[config.mk]
export PLATFORM = sky130hd
export DESIGN_NAME = gpio_masked_port
export DESIGN_NICKNAME = d
export VERILOG_FILES = /design/src/rtl/gpio_mp_pkg.sv /design/src/rtl/gpio_mp_decode.sv /design/src/rtl/gpio_mp_sync.sv /design/src/rtl/gpio_mp_regs.sv /design/src/rtl/gpio_masked_port.sv
export SDC_FILE = /design/constraint.sdc
export NUM_CORES = 1
export LEC_CHECK = 0
export ABC_AREA = 1
export ABC_CLOCK_PERIOD_IN_PS = 1100
export BUFFER_PORTS_ARGS = -buffer_cell sky130_fd_sc_hd__buf_2
export CORE_MARGIN = 2
export CORE_UTILIZATION = 30
export CTS_CLUSTER_DIAMETER = 200
export DETAILED_ROUTE_END_ITERATION = 12
export PLACE_DENSITY = 0.53
export SLEW_MARGIN = 20
export SYNTH_ARGS = -nofsm -noshare
export SYNTH_HDL_FRONTEND = slang
export SYNTH_SLANG_ARGS = --single-unit
[constraint.sdc]
create_clock -name clk_i -period 1.1 [get_ports clk_i]
set_input_delay 0.11 -clock clk_i [delete_from_list [all_inputs] [get_ports clk_i]]
set_output_delay 0.11 -clock clk_i [all_outputs]
set_load 0.02 [all_outputs]
[src/rtl/gpio_mp_pkg.sv]
package gpio_mp_pkg;
  typedef enum logic [1:0] {
    ACC_NONE = 2'd0,
    ACC_DATA = 2'd1,
    ACC_DIR  = 2'd2
  } acc_kind_e;
endpackage

[src/rtl/gpio_mp_decode.sv]
module gpio_mp_decode
  import gpio_mp_pkg::*;
#(
  parameter int unsigned NPIN    = 8,
  parameter int unsigned ADDR_W  = 12,
  parameter int unsigned DIR_OFF = 'h400
) (
  input  logic [ADDR_W-1:0] addr_i,
  output acc_kind_e         kind_o,
  output logic [NPIN-1:0]   mask_o
);
  localparam int unsigned MASK_LO = 2;
  localparam int unsigned MASK_HI = NPIN + MASK_LO - 1;
  localparam int unsigned WORD_W  = ADDR_W - 2;
  localparam logic [WORD_W-1:0] DIR_WORD = WORD_W'(DIR_OFF >> 2);

  logic data_hit, dir_hit;

  assign data_hit = (addr_i[ADDR_W-1:MASK_HI+1] == '0);
  assign dir_hit  = (addr_i[ADDR_W-1:2] == DIR_WORD);
  assign mask_o   = addr_i[MASK_HI:MASK_LO];

  always_comb begin
    if (data_hit)     kind_o = ACC_DATA;
    else if (dir_hit) kind_o = ACC_DIR;
    else              kind_o = ACC_NONE;
  end
endmodule

[src/rtl/gpio_mp_sync.sv]
module gpio_mp_sync #(
  parameter int unsigned NPIN   = 8,
  parameter int unsigned STAGES = 2
) (
  input  logic            clk_i,
  input  logic            rst_ni,
  input  logic [NPIN-1:0] async_i,
  output logic [NPIN-1:0] sync_o
);
  for (genvar p = 0; p < NPIN; p++) begin : g_pin
    logic [STAGES-1:0] chain_q;
    always_ff @(posedge clk_i or negedge rst_ni) begin
      if (!rst_ni) chain_q <= '0;
      else         chain_q <= {chain_q[STAGES-2:0], async_i[p]};
    end
    assign sync_o[p] = chain_q[STAGES-1];
  end
endmodule

[src/rtl/gpio_mp_regs.sv]
module gpio_mp_regs #(
  parameter int unsigned NPIN = 8
) (
  input  logic            clk_i,
  input  logic            rst_ni,
  input  logic            wr_dir_i,
  input  logic            wr_data_i,
  input  logic [NPIN-1:0] mask_i,
  input  logic [NPIN-1:0] wdata_i,
  output logic [NPIN-1:0] dir_o,
  output logic [NPIN-1:0] out_o
);
  for (genvar p = 0; p < NPIN; p++) begin : g_bit
    logic dir_q, out_q;
    always_ff @(posedge clk_i or negedge rst_ni) begin
      if (!rst_ni)       dir_q <= 1'b0;
      else if (wr_dir_i) dir_q <= wdata_i[p];
    end
    // latch only accepts data for selected pins already in output mode
    always_ff @(posedge clk_i or negedge rst_ni) begin
      if (!rst_ni)                                out_q <= 1'b0;
      else if (wr_data_i && mask_i[p] && dir_q)   out_q <= wdata_i[p];
    end
    assign dir_o[p] = dir_q;
    assign out_o[p] = out_q;
  end
endmodule

[src/rtl/gpio_masked_port.sv]
module gpio_masked_port
  import gpio_mp_pkg::*;
#(
  parameter int unsigned NPIN    = 8,
  parameter int unsigned ADDR_W  = 12,
  parameter int unsigned DIR_OFF = 'h400
) (
  input  logic              clk_i,
  input  logic              rst_ni,
  input  logic              req_i,
  input  logic              we_i,
  input  logic [ADDR_W-1:0] addr_i,
  input  logic [NPIN-1:0]   wdata_i,
  output logic [NPIN-1:0]   rdata_o,
  input  logic [NPIN-1:0]   pad_in_i,
  output logic [NPIN-1:0]   pad_out_o,
  output logic [NPIN-1:0]   pad_oe_o
);
  acc_kind_e       kind;
  logic [NPIN-1:0] mask, dir_q, out_q, in_sync, pin_val;
  logic [NPIN-1:0] rdata_d, rdata_q;
  logic            wr_dir, wr_data, rd;

  gpio_mp_decode #(.NPIN(NPIN), .ADDR_W(ADDR_W), .DIR_OFF(DIR_OFF)) u_decode (
    .addr_i (addr_i),
    .kind_o (kind),
    .mask_o (mask)
  );

  assign wr_dir  = req_i && we_i && (kind == ACC_DIR);
  assign wr_data = req_i && we_i && (kind == ACC_DATA);
  assign rd      = req_i && !we_i;

  gpio_mp_regs #(.NPIN(NPIN)) u_regs (
    .clk_i     (clk_i),
    .rst_ni    (rst_ni),
    .wr_dir_i  (wr_dir),
    .wr_data_i (wr_data),
    .mask_i    (mask),
    .wdata_i   (wdata_i),
    .dir_o     (dir_q),
    .out_o     (out_q)
  );

  gpio_mp_sync #(.NPIN(NPIN), .STAGES(2)) u_sync (
    .clk_i   (clk_i),
    .rst_ni  (rst_ni),
    .async_i (pad_in_i),
    .sync_o  (in_sync)
  );

  for (genvar p = 0; p < NPIN; p++) begin : g_val
    assign pin_val[p] = dir_q[p] ? out_q[p] : in_sync[p];
  end

  always_comb begin
    rdata_d = '0;
    if (rd) begin
      unique case (kind)
        ACC_DATA: rdata_d = pin_val & mask;
        ACC_DIR:  rdata_d = dir_q;
        default:  rdata_d = '0;
      endcase
    end
  end

  always_ff @(posedge clk_i or negedge rst_ni) begin
    if (!rst_ni) rdata_q <= '0;
    else         rdata_q <= rdata_d;
  end

  assign rdata_o   = rdata_q;
  assign pad_oe_o  = dir_q;
  assign pad_out_o = out_q & dir_q;
endmodule

==> qor.yml <==
min_path:
  holdPathEnd: "u_regs.g_bit[2].out_q"
  hold-path-cell-count: 3
  hp-start: "wdata_i[2]"
  hp-class: "in2reg"
setup_path:
  critical_path_buf_inv_count: 2
  slowest_delay_ns: 0.42
  r2r-end: "rdata_o[6]"
  crit_path_end_kind: "primary output"
  critPathMaxFanout: 3
  critPathSlowestCell: "dfrtp_1"
  critPathMostFrequentCell: "buf_6"
  regToRegStartpoint: "u_regs.g_bit[6].dir_q"
  required_ns: 0.99
  ff2ff_path_depth: 5
  path_class: "reg2out"
  cp-start-kind: "flop"
  cp_top_family: "flip-flops"
  worstPathArrival_ns: 0.96
  path_cells: "buf_6 > buf_6"
  reg2reg_slack_ns: 0.06
final_layout:
  final_cell_mix: "buf_2 (43), dfrtp_1 (40), nand2_1 (29)"
  drive_gt1_share_pct: 39.16
  nNetsFinal: 294
  antenna_cells: 0
  layout_commonest_cell: "buf_2"
  syn_to_final_growth_pct: 44.58
yosys:
  syn-num-nets: 211
  postSynthAreaPerCell_um2: 9.485
  yosysUniqueCellTypes: 18
  netlist_area_mm2: 0.001698
  yosys_register_bits: 40
  yosysSeqAreaShare_pct: 58.95
  yosys_warnings: 0
  postSynthCellCount: 179
routing:
  drcViolationCount: 0
  vias_per_cell: 4.439
  wl_per_cell_um: 12.24
  dr_total_vias: 1487
  wirelength_mm: 4.101
  ant_nets: 0
  drt_iter0_markers: 41
  dr.pass1.iters: 4
status:
  status: "complete, no violations"
floorplanning:
  fp-row-count: 27
  die_h_um: 79.23
  die-width_um: 79.23
  num_io_pins: 56
  die-area_mm2: 0.006277
  core_mm2: 0.005473
  start_util_pct: 31.02
pwr:
  total_power_mw: 2.766
  switching_share_pct: 23.06
  p_leak_nw: 1.326
  p_sw_uw: 637.9
  clockPowerShare_pct: 36.3
  power_frac_comb_pct: 8.8
  power.internal_mw: 2.128
  power_density_mw_per_mm2: 1127
  seqPwrFrac_pct: 54.8
  ir_drop_v: 0.0006554
sta:
  finalSetupViolations: 0
  tightest_slew_ns: 0.3922
  hold_ws_ns: 0.05690
  fin_crit_ns: 1.071
  rsz0062_at_grt: "true"
  skew_ns: 0.003652
  relSlewSlack_pct: 73.79
  hold_violations: 0
  final-max-slew-violation-count: 0
  post-route-period-util_pct: 97.32
  max_freq_mhz: 934.1
clocking:
  cts_made_buffers: 5
  clkTransAtPathRegs_ns: 0.08
  cts_root_buf: "clkbuf_8"
  insertion_delay_ns: 0.29
  cts.sinks: 40
  cts_tree: "yes"
  cts-htree-levels: 2
  cts_buffer_depth: 2
global_routing:
  grt_pass1_wl_mm: 6.934
  first_global_vias: 1471
  grt_util_all_layers_pct: 14.57
  antenna_found_initial: 0
  grt_remaining_overflow: 0
  grt_max_degree: 41
placement:
  portBuffers: 53
  hpwl_mm: 2.785
  gp_congestion: 0.7360
run:
  maxCapViolations: 0
==> through the flow <==
stage / std cells / util (%) / setup WS, ns / setup TNS [ns] / area [µm²]
finish: 335 / 44.86 / 0.02944 / 0 / 2455
CTS: 332 / 43.32 / -0.005289 / -0.005289 / 2371
global route: 335 / 44.86 / -0.04098 / -0.2318 / 2455
floorplan: 179 / - / 0.2516 / 0 / 1698
detailed placement: 307 / 38.48 / -0.02518 / -0.1130 / 2106
global placement: 307 / 38.48 / -0.01073 / -0.01204 / 2106
==> flip-flops by register name (all words and copies together), names as in the netlist <==
signal                cells
u_sync.g_pin.chain_q     16
rdata_o                   8
u_regs.g_bit.dir_q        8
u_regs.g_bit.out_q        8
==> cells in the mapped netlist <==
cell type / count / share of area, %
a21oi_1: 8 / 2.4
and2_1: 1 / 0.37
buf_4: 9 / 4.0
buf_6: 2 / 1.3
clkinv_1: 1 / 0.22
dfrtp_1: 40 / 59
inv_1: 25 / 5.5
inv_2: 1 / 0.22
nand2_1: 34 / 7.5
nand2_2: 2 / 0.74
nand3_1: 22 / 6.5
nand3_2: 3 / 1.8
nand4_1: 8 / 2.9
nor2_1: 5 / 1.1
nor2_8: 1 / 1.2
nor3_2: 1 / 0.59
o21ai_0: 8 / 2.4
o21ai_1: 8 / 2.4
==> worst max-delay path by stage <==
stage / from / end / slack, ns / depth (start not counted)
final: u_regs.g_bit[5].dir_q / pad_oe_o[5] / 0.03 / 2
after global routing: u_regs.g_bit[2].dir_q / pad_out_o[2] / -0.04 / 3
after CTS: u_regs.g_bit[6].dir_q / pad_out_o[6] / -0.005 / 3
after detailed placement: addr_i[5] / u_regs.g_bit[5].dir_q / -0.03 / 7
after global placement: addr_i[5] / u_regs.g_bit[6].dir_q / -0.01 / 7
after floorplan: u_regs.g_bit[5].dir_q / rdata_o[5] / 0.25 / 3
==> worst min-delay path: cells and delay by family <==
family / cells / cell delay (ns)
buf+inv: 2 / 0.15
compound gates: 1 / 0.06
==> layer usage <==
metal,vias to the layer above,track usage [%],part of all wire [%]
met4,0,5.172,1.4
met3,5,4.659,6.5
met1,705,18.87,46
met5,-,0,0
met2,41,22.88,46
li1,736,-,-
==> timing repair <==
action | 4_1_cts | 5_1_grt
setup buffers | 8 | 3
hold buffers | 9 | 0
pin swaps | 3 | 7
hold endpoints to repair | 48 | 0
endpoints found under the setup margin | 8 | 12
resized for setup | 8 | 26
==> layout make-up <==
type	count	area, µm²
timing repair buffer	87	650.6
fill	572	3018
tap	72	90.09
clock buffer	8	90.09
multi-input combinational	101	521.8
inverter	27	101.3
sequential	40	1001
==> cells by family (layout without fill, tap and decap cells) <==
group | Yosys count | in the layout | synth area share [%]
AO/OA/AOI/OAI | 24 | 24 | 7.075
buffers and inverters | 38 | 122 | 11.27
flip-flops | 40 | 40 | 58.95
AND/OR/NAND/NOR | 77 | 77 | 22.70
==> power by group through the flow <==
stage               clock network, mW  logic (mW)  registers [mW]
floorplan                           0      0.0662            1.55
global placement                    0       0.218            1.54
detailed placement                  0       0.217            1.55
CTS                              1.05       0.248            1.52
global route                     1.12       0.275            1.52
finish                           1.01       0.244            1.52
(Power assumes the default switching activity.)
